**config.mk**
```make
export PLATFORM = sky130hd
export DESIGN_NAME = hov_cw_gen
export DESIGN_NICKNAME = d
export VERILOG_FILES = /design/src/rtl/hov_pkg.sv /design/src/rtl/hov_rst_sync.sv /design/src/rtl/hov_hist.sv /design/src/rtl/hov_iir.sv /design/src/rtl/hov_cw_gen.sv
export SDC_FILE = /design/constraint.sdc
export NUM_CORES = 1
export LEC_CHECK = 0
export ABC_AREA = 1
export BUFFER_PORTS_ARGS = -buffer_cell sky130_fd_sc_hd__buf_2
export CORE_UTILIZATION = 35
export CTS_CLUSTER_DIAMETER = 60
export CTS_CLUSTER_SIZE = 8
export DETAILED_ROUTE_END_ITERATION = 16
export PLACE_DENSITY = 0.58
export SLEW_MARGIN = 25
export SYNTH_ARGS = -nofsm -noshare
export SYNTH_HDL_FRONTEND = slang
export SYNTH_HIERARCHICAL = 1
export SYNTH_SLANG_ARGS = --single-unit
export TNS_END_PERCENT = 10
```
**constraint.sdc**
```tcl
create_clock -name clk -period 12.28 [get_ports clk]
set_clock_uncertainty 0.2 [all_clocks]
set_input_delay 0 -clock clk [delete_from_list [all_inputs] [get_ports clk]]
set_output_delay 0 -clock clk [all_outputs]
set_load 0.05 [all_outputs]
```
**src/rtl/hov_pkg.sv**
```systemverilog
`timescale 1ns/1ps
package hov_pkg;

  typedef enum logic [1:0] {
    POL_DELAY = 2'd0,
    POL_AVG   = 2'd1,
    POL_MID   = 2'd2
  } hov_pol_e;

  // Decode the held-word policy from the mode code and averaging enable.
  function automatic hov_pol_e hov_pick(input logic en, input logic [1:0] mode);
    hov_pol_e pol;
    pol = POL_DELAY;
    if (en) begin
      unique case (mode)
        2'b01:   pol = POL_AVG;
        2'b11:   pol = POL_MID;
        default: pol = POL_DELAY;  // 00 and reserved 10
      endcase
    end
    return pol;
  endfunction

endpackage

```
**src/rtl/hov_rst_sync.sv**
```systemverilog
`timescale 1ns/1ps
module hov_rst_sync #(
  parameter int STAGES = 2
) (
  input  logic clk,
  input  logic rst_n,
  output logic rst_sync_n
);
  logic [STAGES-1:0] sync_q;
  logic [STAGES-1:0] sync_d;

  always_comb begin
    sync_d = {sync_q[STAGES-2:0], 1'b1};
  end

  always_ff @(posedge clk or negedge rst_n) begin
    if (!rst_n) sync_q <= '0;
    else        sync_q <= sync_d;
  end

  assign rst_sync_n = sync_q[STAGES-1];
endmodule

```
**src/rtl/hov_hist.sv**
```systemverilog
`timescale 1ns/1ps
module hov_hist #(
  parameter int W     = 16,
  parameter int DEPTH = 8
) (
  input  logic         clk,
  input  logic         rst_n,
  input  logic         wr_en,
  input  logic [W-1:0] din,
  output logic [W-1:0] oldest
);
  localparam int PW = (DEPTH > 1) ? $clog2(DEPTH) : 1;
  localparam logic [PW-1:0] LAST = PW'(DEPTH - 1);

  logic [PW-1:0]           ptr_q;
  logic [PW-1:0]           ptr_d;
  logic [DEPTH-1:0][W-1:0] rd_vec;

  always_comb begin
    ptr_d = ptr_q;
    if (wr_en) ptr_d = (ptr_q == LAST) ? '0 : ptr_q + 1'b1;
  end

  always_ff @(posedge clk or negedge rst_n) begin
    if (!rst_n) ptr_q <= '0;
    else        ptr_q <= ptr_d;
  end

  for (genvar i = 0; i < DEPTH; i++) begin : g_slot
    logic [W-1:0] slot_q;
    logic         slot_we;
    assign slot_we = wr_en && (ptr_q == PW'(i));
    always_ff @(posedge clk or negedge rst_n) begin
      if (!rst_n)       slot_q <= '0;
      else if (slot_we) slot_q <= din;
    end
    assign rd_vec[i] = slot_q;
  end

  // The slot about to be overwritten holds the oldest recorded word.
  assign oldest = rd_vec[ptr_q];
endmodule

```
**src/rtl/hov_iir.sv**
```systemverilog
`timescale 1ns/1ps
module hov_iir #(
  parameter int W     = 16,
  parameter int SHIFT = 3
) (
  input  logic         clk,
  input  logic         rst_n,
  input  logic         upd,
  input  logic [W-1:0] din,
  output logic [W-1:0] avg
);
  // One guard bit keeps the difference and the sum signed without overflow.
  logic signed [W:0] acc_q;
  logic signed [W:0] acc_d;
  logic signed [W:0] diff;
  logic signed [W:0] step;

  always_comb begin
    diff  = $signed({1'b0, din}) - acc_q;
    step  = diff >>> SHIFT;
    acc_d = acc_q;
    if (upd) acc_d = acc_q + step;
  end

  always_ff @(posedge clk or negedge rst_n) begin
    if (!rst_n) acc_q <= '0;
    else        acc_q <= acc_d;
  end

  assign avg = acc_q[W-1:0];
endmodule

```
**src/rtl/hov_cw_gen.sv**
```systemverilog
`timescale 1ns/1ps
module hov_cw_gen
  import hov_pkg::*;
#(
  parameter int CW_W       = 16,
  parameter int HIST_DEPTH = 8,
  parameter int AVG_SHIFT  = 3
) (
  input  logic            clk,
  input  logic            rst_n,
  input  logic [CW_W-1:0] live_cw,
  input  logic            smp_stb,
  input  logic            hold_req,
  input  logic [1:0]      hold_mode,
  input  logic            avg_en,
  output logic [CW_W-1:0] ctl_cw
);
  localparam logic [CW_W-1:0] MID_CW = {1'b1, {(CW_W-1){1'b0}}};

  logic            rst_sync_n;
  logic            upd;
  logic            entry;
  logic [CW_W-1:0] dly_cw;
  logic [CW_W-1:0] avg_cw;
  logic [CW_W-1:0] held_cw;
  hov_pol_e        pol;

  logic            hold_q, hold_d;
  logic [CW_W-1:0] ctl_q, ctl_d;

  hov_rst_sync #(.STAGES(2)) u_rst (
    .clk        (clk),
    .rst_n      (rst_n),
    .rst_sync_n (rst_sync_n)
  );

  assign upd = smp_stb & ~hold_req;

  hov_hist #(.W(CW_W), .DEPTH(HIST_DEPTH)) u_hist (
    .clk    (clk),
    .rst_n  (rst_sync_n),
    .wr_en  (upd),
    .din    (live_cw),
    .oldest (dly_cw)
  );

  hov_iir #(.W(CW_W), .SHIFT(AVG_SHIFT)) u_iir (
    .clk   (clk),
    .rst_n (rst_sync_n),
    .upd   (upd),
    .din   (live_cw),
    .avg   (avg_cw)
  );

  always_comb begin
    pol   = hov_pick(avg_en, hold_mode);
    entry = hold_req & ~hold_q;
    unique case (pol)
      POL_AVG: held_cw = avg_cw;
      POL_MID: held_cw = MID_CW;
      default: held_cw = dly_cw;
    endcase
    hold_d = hold_req;
    if (!hold_req)  ctl_d = live_cw;
    else if (entry) ctl_d = held_cw;
    else            ctl_d = ctl_q;
  end

  always_ff @(posedge clk or negedge rst_sync_n) begin
    if (!rst_sync_n) begin
      hold_q <= 1'b0;
      ctl_q  <= '0;
    end else begin
      hold_q <= hold_d;
      ctl_q  <= ctl_d;
    end
  end

  assign ctl_cw = ctl_q;
endmodule

```
# Word-level counts from Yosys, hierarchy flattened

Cells that the tools add are included.

Bitwise logic cells: 4
Add/sub/neg operators: 3
Reductions and logical operators: 9
Eq/ne operators: 12
Multiplexer cells: 8
Order comparisons: 1

Operators by type and width:

| cell                                                   | count |
|---|---|
| binary-select mux 16 bit (select 3 bit)                | 1 |
| two-way mux 16 bit                                     | 3 |
| case mux 16 bit (2 select lines)                       | 1 |
| adder 17 x 14 -> 17 bit                                | 1 |
| subtractor 17 bit                                      | 1 |
| == test 3 bit (second input constant)                  | 4 |
| logical AND 1 bit                                      | 8 |
| == test 3 x 2 -> 1 bit (second input constant)         | 2 |
| == test 2 x 1 -> 1 bit (second input constant)         | 2 |
| == test 2 bit (second input constant)                  | 2 |
| < comparator 3 x 4 -> 1 bit (second input constant)    | 1 |
| case mux 2 bit (2 select lines)                        | 1 |
| adder 3 x 1 -> 3 bit (second input constant)           | 1 |
| == test 3 x 1 -> 1 bit (second input constant)         | 1 |
| logical NOT 3 bit                                      | 1 |
| two-way mux 3 bit                                      | 1 |
| bitwise AND 1 bit                                      | 2 |
| two-way mux 2 bit                                      | 1 |
| inequality test 2 x 1 -> 1 bit (second input constant) | 1 |
| inverter 1 bit                                         | 2 |

Output and inout port bits: 16
Bits of input ports: 23
Bits in registers: 167
Logic and storage cells: 50

# Longest topological paths before layout

Gate-level depths: netlist of run 1.

Word-level depth: 7
Mapped depth: 22
Depth with buffers taken out: 22

# Hierarchy

The synthesis of run 1 kept the hierarchy.

Modules (own cells, without submodules):

| module       | sequential area each (µm²) | cells each | times used | area an instance (µm²) |
|---|---|---|---|---|
| hov_hist     | 3,278.1                    | 877        | 1          | 6,452.4 |
| hov_iir      | 425.4                      | 389        | 1          | 2,471.1 |
| hov_cw_gen   | 425.4                      | 175        | 1          | 1,177.4 |
| hov_rst_sync | 50.0                       | 3          | 1          | 53.8 |

# Least setup slack after synthesis of run 1

No wires, ideal clock.

Path kind: register to register
Start point: reg u_iir.acc_q[9]
End point: reg u_iir.acc_q[16]
Setup time: 0.117 ns
Arrival time: 2.426 ns
Path slack: 9.537 ns
Stages on the path, launching flop included: 20
Required time: 11.963 ns
Period minus slack after synthesis: 2.743 ns
Path buffers: 0
Path through: dfrtp_1 -> inv_1 -> ha_1 -> a21o_1 -> a21oi_2 -> nor2_1 -> nor2_1 -> nand2_1 -> xnor2_1 -> ha_1 -> nand2_1 -> nand2_1 -> nand3_1 -> nand2_1 -> a21oi_1 -> nand2_1 -> inv_1 -> nand2_1 -> nand3_1 -> nand2_1

Longest elaborated chain between the ends: 2

Ends and longest elaborated chain:

| element                     | RTL line      | text |
|---|---|---|
| from (decl)                 | hov_iir.sv:13 | `logic signed [W:0] acc_q;` |
| from (signal assigned)      | hov_iir.sv:26 | `if (!rst_n) acc_q <= '0;` |
| from (signal assigned)      | hov_iir.sv:27 | `else acc_q <= acc_d;` |
| subtractor 17 bit           | hov_iir.sv:19 | `diff = $signed({1'b0, din}) - acc_q;` |
| adder 17 x 14 -> 17 bit (*) | hov_iir.sv:22 | `if (upd) acc_d = acc_q + step;` |

Mark *: on every way between the ends. The rest lies on a longest branch, timed or not.
A chain may end at the register's enable or synchronous reset.

# Worst setup path after layout of run 1

Start point: reg u_iir.acc_q[8]
End point: reg u_iir.acc_q[14]

The elaborated chain is that of the path after synthesis.

==> summary.txt, run 1 <==
STATUS
------------------------------------------------------------------------------------------
Result of the run                                                             complete, no violations

LOGIC SYNTHESIS
------------------------------------------------------------------------------------------
Area share of the largest cell type after synthesis                                  41.2%
Area leader, netlist                                                          sky130_fd_sc_hd__dfrtp_1
Average cell area after synthesis                                                 7.03 µm²
Post-synthesis register bit count                                                      167
Synthesized-area fraction occupied by and/or/nand/nor cells                          28.6%
Top post-synthesis cells by area                                              sky130_fd_sc_hd__dfrtp_1 41%, sky130_fd_sc_hd__nand2_1 19%, sky130_fd_sc_hd__inv_1 7.8%, sky130_fd_sc_hd__nand3_1 5.6%, sky130_fd_sc_hd__o21ai_0 5.2%
Post-synth cell types                                                                   42
Share of cell area taken by muxes after synthesis                                       0%
Sequential element share of the synthesized area                                     41.2%
Largest family of logic cells by synthesized area                             simple AND/OR/NAND/NOR gates
Number of nets in the synthesized netlist                                             1509
Cells after synthesis                                                                 1444
Share of synthesized cell area in full adder, half adder and majority cells          5.25%
Compound-Gate Fraction of Synth Area                                                 11.0%
Total standard cell area after synthesis                                         10200 µm²
Xor/xnor share of the synthesized area                                               1.03%
Number of synthesis warnings                                                             6

POWER AND IR DROP
------------------------------------------------------------------------------------------
Total leakage power                                                                6.01 nW
Power per cell area                                                             285 nW/µm²
Peak supply drop                                                                  0.184 mV

ROUTE
------------------------------------------------------------------------------------------
Detailed-route vias per instance                                                      4.76
Met2 layer wire length in the routed design                                        12.8 mm
Uppermost layer routed                                                                met4
WL final                                                                           27.5 mm
DRC violations left                                                                      0
Number of nets with antenna violations after detailed routing                            0
Met1 layer wirelength in the final routing                                         12.9 mm
Vias after detailed routing                                                           8767
Wire length on met3                                                                1.24 mm
First-pass detailed-route iteration total                                                5
Per-cell routed wire length                                                        14.9 µm
Detailed router's first-iteration violation count                                      529

SETUP PATH
------------------------------------------------------------------------------------------
Data required time at the worst endpoint                                          12.41 ns
Critical path peak fanout                                                                5
Setup CP Type                                                                      reg2reg
Critical path data arrival time                                                    3.36 ns
CP endpoint kind                                                                      flop
Category of the worst setup path launch point                                         flop

PLACED DESIGN
------------------------------------------------------------------------------------------
Routability-driven placement congestion ratio                                        0.902
Port Buffers                                                                            38
DP Cell Count                                                                         1789
DP HPWL                                                                            18.2 mm

CLOCKING
------------------------------------------------------------------------------------------
Num CTS Buffers                                                                         17
Cts hold-fix bufs                                                                       20
Library cell used as clock root buffer                                        sky130_fd_sc_hd__clkbuf_16
Clock tree from TritonCTS                                                             done
Clock edge transition at the registers on the reported setup and hold paths        0.07 ns
Worst-case clock buffer depth                                                            2
Post-CTS setup-driven buffer insertion count                                             0
Clk_lat worst skew                                                                 0.43 ns
Clock net sink count                                                                   167
Count of instances resized after the clock tree is built                                 0
H-tree levels                                                                            4

TIMING
------------------------------------------------------------------------------------------
Number of hold violations in the final report                                            0
Transition time of the tightest slew-check pin                                    0.892 ns
Final-layout setup total negative slack                                               0 ns
Relative slew slack                                                                  40.5%
Shortest clock period the worst path allows after layout                           3.23 ns
Setup violations, final                                                                  0
Part of the cycle the worst path needs                                               26.3%
Achievable clock frequency                                                         310 MHz
RSZ-0062 raised after global routing                                                 false
Total count of max-transition violations in the final report                             0

GLOBAL ROUTING
------------------------------------------------------------------------------------------
First-pass GRT wire length                                                         45.5 mm
Vias in the first global route                                                        8634
Antenna violations before repair                                                         0
GRT Overall Usage                                                                    20.0%
Largest net degree at the start of global routing                                       59
GRT overflow                                                                             0

DIE
------------------------------------------------------------------------------------------
Die Width                                                                           172 µm
Starting density of the core                                                         36.1%
Vert. Die Dim                                                                       172 µm
Count of standard-cell rows                                                             61
Placeable core area                                                              28200 µm²
Top-level port count                                                                    39
Die Footprint                                                                    29700 µm²

CELLS AND AREA
------------------------------------------------------------------------------------------
Area occupied by multi-input gates                                                4680 µm²
Layout Nets                                                                           1515
Combined flip-flop and latch cell area                                            4180 µm²
Fraction of final layout cells sized beyond drive strength 1                         7.73%
Number of fill cells in the layout                                                    2982
Number of inserted diodes                                                                0
Non-Filler Instances                                                                  1840
Area added between synthesis and finish                                              10.2%

WORST HOLD PATH
------------------------------------------------------------------------------------------
Classification of the worst-slack hold path                                         in2reg

JOB
------------------------------------------------------------------------------------------
Max_cap viols                                                                            0

-- final cells by class --
type / count / share of cell area, %
inverter: 221 / 7.46
clock buffer: 24 / 4.40
multi-input combinational: 976 / 41.8
tap: 378 / 4.23
timing repair buffer: 67 / 4.09
sequential: 167 / 37.4
clock inverter: 7 / 0.626
-- logic make-up after synthesis --
family                   after synthesis
AO/OA/AOI/OAI                        204
XOR/XNOR                              12
flip-flops                           167
adder cells (fa/ha/maj)               42
AND/OR/NAND/NOR                      717
buffers and inverters                301
other                                  1
-- flip-flops by register name, summed over array words and instances (netlist names) --
signal                cells
u_hist/ptr_q              3
u_hist/g_slot.slot_q    128
u_rst/sync_q              2
u_iir/acc_q              17
hold_q                    1
ctl_cw                   16
-- synth_stat cells --
| cell type | n |
|---|---|
| sky130_fd_sc_hd__a21oi_4 | 1 |
| sky130_fd_sc_hd__ha_1 | 41 |
| sky130_fd_sc_hd__a21o_1 | 4 |
| sky130_fd_sc_hd__o211ai_1 | 1 |
| sky130_fd_sc_hd__inv_2 | 4 |
| sky130_fd_sc_hd__a21boi_2 | 1 |
| sky130_fd_sc_hd__a31oi_1 | 1 |
| sky130_fd_sc_hd__nor3_1 | 4 |
| sky130_fd_sc_hd__o21bai_1 | 3 |
| sky130_fd_sc_hd__clkbuf_2 | 1 |
| sky130_fd_sc_hd__o21bai_2 | 1 |
| sky130_fd_sc_hd__nor2_2 | 1 |
| sky130_fd_sc_hd__inv_4 | 2 |
| sky130_fd_sc_hd__nand3_1 | 114 |
| sky130_fd_sc_hd__nand3b_1 | 2 |
| sky130_fd_sc_hd__a21oi_2 | 11 |
| sky130_fd_sc_hd__buf_6 | 7 |
| sky130_fd_sc_hd__nor3_2 | 1 |
| sky130_fd_sc_hd__o31ai_1 | 1 |
| sky130_fd_sc_hd__nor2_1 | 54 |
| sky130_fd_sc_hd__o21a_1 | 1 |
| sky130_fd_sc_hd__a21oi_1 | 31 |
| sky130_fd_sc_hd__dfrtp_1 | 167 |
| sky130_fd_sc_hd__nand2_2 | 7 |
| sky130_fd_sc_hd__clkinv_1 | 3 |
| sky130_fd_sc_hd__fa_1 | 1 |
| sky130_fd_sc_hd__o22ai_1 | 3 |
| sky130_fd_sc_hd__xnor2_1 | 4 |
| sky130_fd_sc_hd__and3_1 | 1 |
| sky130_fd_sc_hd__buf_1 | 1 |
| sky130_fd_sc_hd__or2_1 | 2 |
| sky130_fd_sc_hd__xor2_1 | 8 |
| sky130_fd_sc_hd__inv_1 | 212 |
| sky130_fd_sc_hd__nand2_1 | 525 |
| sky130_fd_sc_hd__buf_2 | 29 |
| sky130_fd_sc_hd__nand4_1 | 3 |
| sky130_fd_sc_hd__conb_1 | 1 |
| sky130_fd_sc_hd__o21ai_1 | 39 |
| sky130_fd_sc_hd__nand3_2 | 3 |
| sky130_fd_sc_hd__buf_4 | 23 |
| sky130_fd_sc_hd__clkbuf_1 | 19 |
| sky130_fd_sc_hd__o21ai_0 | 106 |
-- worst max-delay path, stage by stage (launching register included) --
cell and delay (ns):
sky130_fd_sc_hd__dfrtp_1 0.42, sky130_fd_sc_hd__inv_1 0.08, sky130_fd_sc_hd__ha_1 0.33, sky130_fd_sc_hd__a21oi_1 0.24, sky130_fd_sc_hd__o21ai_1 0.13, sky130_fd_sc_hd__o21bai_1 0.22
sky130_fd_sc_hd__nand2_1 0.10, sky130_fd_sc_hd__nand2_1 0.06, sky130_fd_sc_hd__nand2_1 0.06, sky130_fd_sc_hd__nand2_1 0.07, sky130_fd_sc_hd__ha_1 0.33, sky130_fd_sc_hd__nand2_1 0.10
sky130_fd_sc_hd__inv_1 0.06, sky130_fd_sc_hd__a21oi_1 0.24, sky130_fd_sc_hd__nor2_1 0.09, sky130_fd_sc_hd__nor3_2 0.15, sky130_fd_sc_hd__nand3_1 0.09, sky130_fd_sc_hd__nand3_1 0.08
sky130_fd_sc_hd__nand2_1 0.05
-- routing by layer --
metal  up-vias  GRT usage, %
met5         -             0
met4         0          6.35
met3        33          3.18
met2       191          33.4
met1      4080          26.3
li1       4463             -
-- worst paths after layout --
path	startpoint	endpoint	slack, ns	depth (start not counted)
worst max-delay path	u_iir/acc_q[8]$_DFFE_PN0P_	u_iir/acc_q[14]$_DFFE_PN0P_	9.05	18
worst max register to register	u_iir/acc_q[8]$_DFFE_PN0P_	u_iir/acc_q[14]$_DFFE_PN0P_	9.05	18
worst min register to register	u_rst/sync_q[0]$_DFF_PN0_	u_rst/sync_q[1]$_DFF_PN0_	0.16	0
max in group asynchronous	u_rst/sync_q[1]$_DFF_PN0_	u_hist/g_slot[0].slot_q[14]$_DFFE_PN0P_	9.70	2
min in group asynchronous	rst_n	u_rst/sync_q[0]$_DFF_PN0_	0.21	3
worst min-delay path	avg_en	ctl_cw[15]$_DFFE_PN0P_	0.09	9
-- per-stage QoR --
stage	total power [mW]	instance area (µm²)	util [%]	setup slack (ns)	hold WS (ns)
floorplan	2.29	10200	-	7.08	-0.496
global placement	2.63	10400	37.0	9.11	-0.414
detailed placement	2.66	10400	37.0	9.13	-0.413
CTS	3.20	11200	39.7	9.13	0.0854
global route	3.52	11200	39.7	8.72	0.170
finish	3.19	11200	39.7	9.05	0.0856
-- placed cells by master, fill, tap and decap left out, types with 5 or more instances in the layout --
master	count
sky130_fd_sc_hd__a21oi_1	31
sky130_fd_sc_hd__dlygate4sd3_1	20
sky130_fd_sc_hd__ha_1	41
sky130_fd_sc_hd__o21ai_1	39
sky130_fd_sc_hd__xor2_1	8
sky130_fd_sc_hd__nor2_1	53
sky130_fd_sc_hd__buf_4	9
sky130_fd_sc_hd__nand3_2	5
sky130_fd_sc_hd__dfrtp_1	165
sky130_fd_sc_hd__inv_1	211
sky130_fd_sc_hd__o21ai_0	106
sky130_fd_sc_hd__a21oi_2	11
sky130_fd_sc_hd__nand2_2	7
sky130_fd_sc_hd__buf_2	38
sky130_fd_sc_hd__inv_2	5
sky130_fd_sc_hd__nand3_1	112
sky130_fd_sc_hd__clkbuf_16	17
sky130_fd_sc_hd__nand2_1	525
-- report_power, final --
part	internal [mW]	switching [mW]
sequential	0.790	0.151
clock	0.299	0.226
combinational	0.600	1.12
total	1.69	1.50
Note: power is estimated with default switching activity, not from simulation.
==> run 2: changes to the inputs <==
--- a/config.mk
+++ b/config.mk
@@ -5,13 +5,13 @@
 export SDC_FILE = /design/constraint.sdc
 export NUM_CORES = 1
 export LEC_CHECK = 0
-export ABC_AREA = 1
+export ABC_AREA = 0
 export BUFFER_PORTS_ARGS = -buffer_cell sky130_fd_sc_hd__buf_2
 export CORE_UTILIZATION = 35
 export CTS_CLUSTER_DIAMETER = 60
 export CTS_CLUSTER_SIZE = 8
 export DETAILED_ROUTE_END_ITERATION = 16
-export PLACE_DENSITY = 0.58
+export PLACE_DENSITY = 0.6
 export SLEW_MARGIN = 25
 export SYNTH_ARGS = -nofsm -noshare
 export SYNTH_HDL_FRONTEND = slang
==> constraint.sdc (replaced) <==
create_clock -name clk -period 2.7 [get_ports clk]
set_clock_uncertainty 0.2 [all_clocks]
set_input_delay 0 -clock clk [delete_from_list [all_inputs] [get_ports clk]]
set_output_delay 0 -clock clk [all_outputs]
set_load 0.05 [all_outputs]
==> run 2 against run 1 <==
Effect of this change:
- the run now ends with negative setup slack left
- utilization is 5.8 points higher
- first-iteration DRC count is 28% lower
- clock-buffer cell count is 7 lower
- via count is 29% lower
- register-to-register slack worse by 9.9 ns
- fmax is 7.8% lower
- sequential power grew to 4.5 times the previous value
- flip-flop and latch count stayed put
- critical path depth is 1 lower
- critical path type unchanged
- critical endpoint is now u_iir/acc_q[16]$_DFFE_PN0P_
- largest cell class unchanged
==> summary.txt, run 2 <==
LOGIC SYNTHESIS
------------------------------------------------------------------------------------------
Number of nets in the synthesized netlist                                              765   -49%
Sequential element share of the synthesized area                                     45.7%   +4.6 points
Most common cell in the netlist                                               sky130_fd_sc_hd__dfrtp_1
Area leader, netlist                                                          sky130_fd_sc_hd__dfrtp_1
Ranking of synthesized cells by instance count                                167 x sky130_fd_sc_hd__dfrtp_1, 147 x sky130_fd_sc_hd__mux2_2, 41 x sky130_fd_sc_hd__ha_1, 40 x sky130_fd_sc_hd__a21oi_1, 29 x sky130_fd_sc_hd__mux4_1
Number of synthesis warnings                                                             6   unchanged
Average cell area after synthesis                                                 13.1 µm²   +86%
Total standard cell area after synthesis                                          9140 µm²   -10%
Area share of the largest cell type after synthesis                                  45.7%   +4.6 points
Post-synth cell types                                                                   60   +43%
Proportion of register bits with asynchronous set or reset after synthesis            100%   unchanged
EDFF count, synth                                                                        0   unchanged
Cells after synthesis                                                                  700   -52%
Top post-synthesis cells by area                                              sky130_fd_sc_hd__dfrtp_1 46%, sky130_fd_sc_hd__mux2_2 18%, sky130_fd_sc_hd__mux4_1 8.3%, sky130_fd_sc_hd__ha_1 5.6%, sky130_fd_sc_hd__a21oi_1 2.2%
Post-synthesis register bit count                                                      167   unchanged
Top flip-flop cell by instance count after synthesis                          sky130_fd_sc_hd__dfrtp_1

ROUTE
------------------------------------------------------------------------------------------
First-pass detailed-route iteration total                                                4   -1
DRC violations left                                                                      0   unchanged
WL final                                                                           23.4 mm   -15%
Vias after detailed routing                                                           6234   -29%
Per-cell routed wire length                                                        19.3 µm   +29%
Number of nets with antenna violations after detailed routing                            0   unchanged
Detailed router's first-iteration violation count                                      379   -28%
Detailed-route vias per instance                                                      5.15   +8.1%

GLOBAL ROUTING
------------------------------------------------------------------------------------------
First-pass GRT wire length                                                         36.2 mm   -20%
GRT Overall Usage                                                                    18.2%   -1.8 points
GRT overflow                                                                             0   unchanged
Largest net degree at the start of global routing                                       70   +19%
Vias in the first global route                                                        6265   -27%
Antenna violations before repair                                                         0   unchanged

SETUP PATH
------------------------------------------------------------------------------------------
Critical path data arrival time                                                    3.62 ns   +0.26 ns
Series of cell instances along the critical path                              inv_2 -> ha_4 -> a21oi_2 -> o21ai_2 -> and2b_2 -> o21ai_2 -> nand2b_1 -> buf_4 -> a21oi_2 -> xnor2_1 -> ha_1 -> a21oi_1 -> or3_4 -> o21ai_2 -> nor3_2 -> xor2_1 -> mux2_4
Data required time at the worst endpoint                                           2.82 ns   -9.59 ns
Cells on worst reg2reg path                                                             17   -1
CP Buf/Inv Count                                                                         2   unchanged
Cell type with the highest occurrence count on the critical path              sky130_fd_sc_hd__o21ai_2
Setup CP Type                                                                      reg2reg
CP endpoint kind                                                                      flop
Category of the worst setup path launch point                                         flop
Slowest stage cell on the critical path                                       sky130_fd_sc_hd__dfrtp_1
Critical path peak fanout                                                                4   -1
Maximum single-stage delay on the critical path                                    0.39 ns   -0.03 ns
Top cell family by delay on the critical path                                 simple AND/OR/NAND/NOR gates
Stages on the worst setup path                                                          17   -1

POWER AND IR DROP
------------------------------------------------------------------------------------------
Total leakage power                                                                5.33 nW   -11%
Peak supply drop                                                                  0.607 mV   +230%
Power per cell area                                                            1450 nW/µm²   +410%

TIMING
------------------------------------------------------------------------------------------
Setup violations, final                                                                 14   +14
Relative slew slack                                                                  56.8%   +16 points
Part of the cycle the worst path needs                                                130%   +100 points
Transition time of the tightest slew-check pin                                    0.647 ns   -0.244 ns
Shortest clock period the worst path allows after layout                           3.50 ns   +0.274 ns
Post-route setup slack                                                           -0.804 ns   -9.85 ns
Final-layout setup total negative slack                                           -7.66 ns   -7.66 ns
Achievable clock frequency                                                         285 MHz   -7.8%
Total count of max-transition violations in the final report                             0   unchanged
RSZ-0062 raised after global routing                                                  true
Number of hold violations in the final report                                            0   unchanged

PLACED DESIGN
------------------------------------------------------------------------------------------
DP HPWL                                                                            16.1 mm   -12%
Port Buffers                                                                            38   unchanged
Routability-driven placement congestion ratio                                        0.818   -9.3%

CELLS AND AREA
------------------------------------------------------------------------------------------
Number of inserted diodes                                                                0   unchanged
Area added between synthesis and finish                                              26.5%
Final core utilization                                                               45.5%   +5.8 points
Leading cell type in the layout, fill and taps excluded                       sky130_fd_sc_hd__dfrtp_1
Fraction of final layout cells sized beyond drive strength 1                         46.8%   +39 points
Largest register by flop count                                                u_hist/g_slot.slot_q
Flip-flop count of the largest register after layout                                   128   unchanged
Leading cell types in the layout, fill and taps excluded                      165 x sky130_fd_sc_hd__dfrtp_1, 146 x sky130_fd_sc_hd__mux2_2, 124 x sky130_fd_sc_hd__buf_4, 38 x sky130_fd_sc_hd__buf_2, 35 x sky130_fd_sc_hd__ha_1
Layout Nets                                                                            932   -38%

CLOCKING
------------------------------------------------------------------------------------------
Clk_lat worst skew                                                                 0.43 ns   about the same
Worst-case clock buffer depth                                                            2   unchanged
Clock net sink count                                                                   167   unchanged
Clock edge transition at the registers on the reported setup and hold paths        0.07 ns   about the same
Clock tree from TritonCTS                                                             done
H-tree levels                                                                            4   unchanged
Library cell used as clock root buffer                                        sky130_fd_sc_hd__clkbuf_16
Num CTS Buffers                                                                         17   unchanged

STATUS
------------------------------------------------------------------------------------------
Result of the run                                                             finished with violations
Violated checks                                                               negative setup slack

WORST HOLD PATH
------------------------------------------------------------------------------------------
Number of instances on the worst hold path                                               6   -3
Classification of the worst-slack hold path                                         in2reg

DIE
------------------------------------------------------------------------------------------
Die Width                                                                           164 µm   -5.1%
Count of standard-cell rows                                                             58   -4.9%
Die Footprint                                                                    26800 µm²   -9.8%
Placeable core area                                                              25400 µm²   -9.8%
Vert. Die Dim                                                                       164 µm   -5.1%
Starting density of the core                                                         36.0%   -0.057 points
Top-level port count                                                                    39   unchanged

JOB
------------------------------------------------------------------------------------------
Max_cap viols                                                                            0   unchanged

## run 2: cell types whose count changed after synthesis, sizes merged, moves of 10 or more
cell / change
nand2: -509
inv: -192
mux2: +147
o21ai: -121
nand3: -106
nor2: -39
mux4: +32
clkbuf: -17
buf: -16
a22oi: +14
o22ai: +13
xnor2: +10
## run 2: layout make-up
cell class	instances	area, µm²
Inverter	26	97.6
Multi-Input combinational cell	460	4770
Tap cell	330	413
Clock buffer	17	425
Timing Repair Buffer	195	1520
Clock inverter	15	158
Fill cell	2331	13800
Sequential cell	167	4180
## run 2: power breakdown
part / leakage, nW / internal [mW] / switching (mW) / total [mW]
registers: 2.04 / 3.65 / 0.594 / 4.24
logic: 3.01 / 5.52 / 4.58 / 10.1
clock network: 0.278 / 1.24 / 1.18 / 2.42
## run 2: worst register-to-register path: stages, from the launching register on
cell and delay [ns]:
sky130_fd_sc_hd__dfrtp_1 0.39, sky130_fd_sc_hd__inv_2 0.09, sky130_fd_sc_hd__ha_4 0.20, sky130_fd_sc_hd__a21oi_2 0.12, sky130_fd_sc_hd__o21ai_2 0.10, sky130_fd_sc_hd__and2b_2 0.23, sky130_fd_sc_hd__o21ai_2 0.14, sky130_fd_sc_hd__nand2b_1 0.10
sky130_fd_sc_hd__buf_4 0.15, sky130_fd_sc_hd__a21oi_2 0.18, sky130_fd_sc_hd__xnor2_1 0.09, sky130_fd_sc_hd__ha_1 0.34, sky130_fd_sc_hd__a21oi_1 0.14, sky130_fd_sc_hd__or3_4 0.39, sky130_fd_sc_hd__o21ai_2 0.07, sky130_fd_sc_hd__nor3_2 0.05
sky130_fd_sc_hd__xor2_1 0.14, sky130_fd_sc_hd__mux2_4 0.26
## run 2: path summary, 6_finish.rpt
check | endpoint | startpoint | slack (ns)
max | u_iir/acc_q[16]$_DFFE_PN0P_ | u_iir/acc_q[2]$_DFFE_PN0P_ | -0.80
min | ctl_cw[14]$_DFFE_PN0P_ | avg_en | 0.02
max reg2reg | u_iir/acc_q[16]$_DFFE_PN0P_ | u_iir/acc_q[2]$_DFFE_PN0P_ | -0.80
min reg2reg | u_hist/g_slot[4].slot_q[8]$_DFFE_PN0P_ | u_rst/sync_q[1]$_DFF_PN0_ | 0.12
max in group asynchronous | u_iir/acc_q[1]$_DFFE_PN0P_ | u_rst/sync_q[1]$_DFF_PN0_ | 1.40
min in group asynchronous | u_hist/g_slot[4].slot_q[8]$_DFFE_PN0P_ | u_rst/sync_q[1]$_DFF_PN0_ | 0.12
## run 2: per-stage QoR
step / hold slack [ns] / setup slack [ns] / area (µm²) / power [mW] / cells
after floorplan: -0.496 / -0.717 / 9150 / 10.1 / 700
after global placement: -0.410 / -0.825 / 10400 / 13.1 / 1145
after detailed placement: -0.406 / -0.893 / 10400 / 13.3 / 1145
after CTS: 0.0116 / -0.856 / 11400 / 16.2 / 1204
after global routing: 0.0352 / -0.988 / 11600 / 17.9 / 1210
final: 0.0237 / -0.804 / 11600 / 16.8 / 1210
## run 2: what timing repair did
item,in CTS,in global routing
resized for setup,25,28
endpoints found under the setup margin,15,15
hold endpoints to repair,149,0
pin swaps,12,15
setup buffers,4,6
hold buffers,23,0
## run 2: cell families after synthesis
kind of cell / share of synthesized area (%)
other: 0.0410
flip-flops: 45.7
XOR/XNOR: 2.39
buffers and inverters: 4.75
AND/OR/NAND/NOR: 5.12
multiplexers: 27.8
AO/OA/AOI/OAI: 8.33
adder cells (fa/ha/maj): 5.83
## run 2: metal layers
| metal | wire length [µm] | up-vias | global-route usage (%) |
|---|---|---|---|
| li1 | - | 2942 | - |
| met1 | 11100 | 3180 | 24.9 |
| met2 | 11300 | 103 | 29.7 |
| met3 | 807 | 9 | 3.58 |
| met4 | 193 | 0 | 3.87 |
| met5 | 0 | - | 0 |
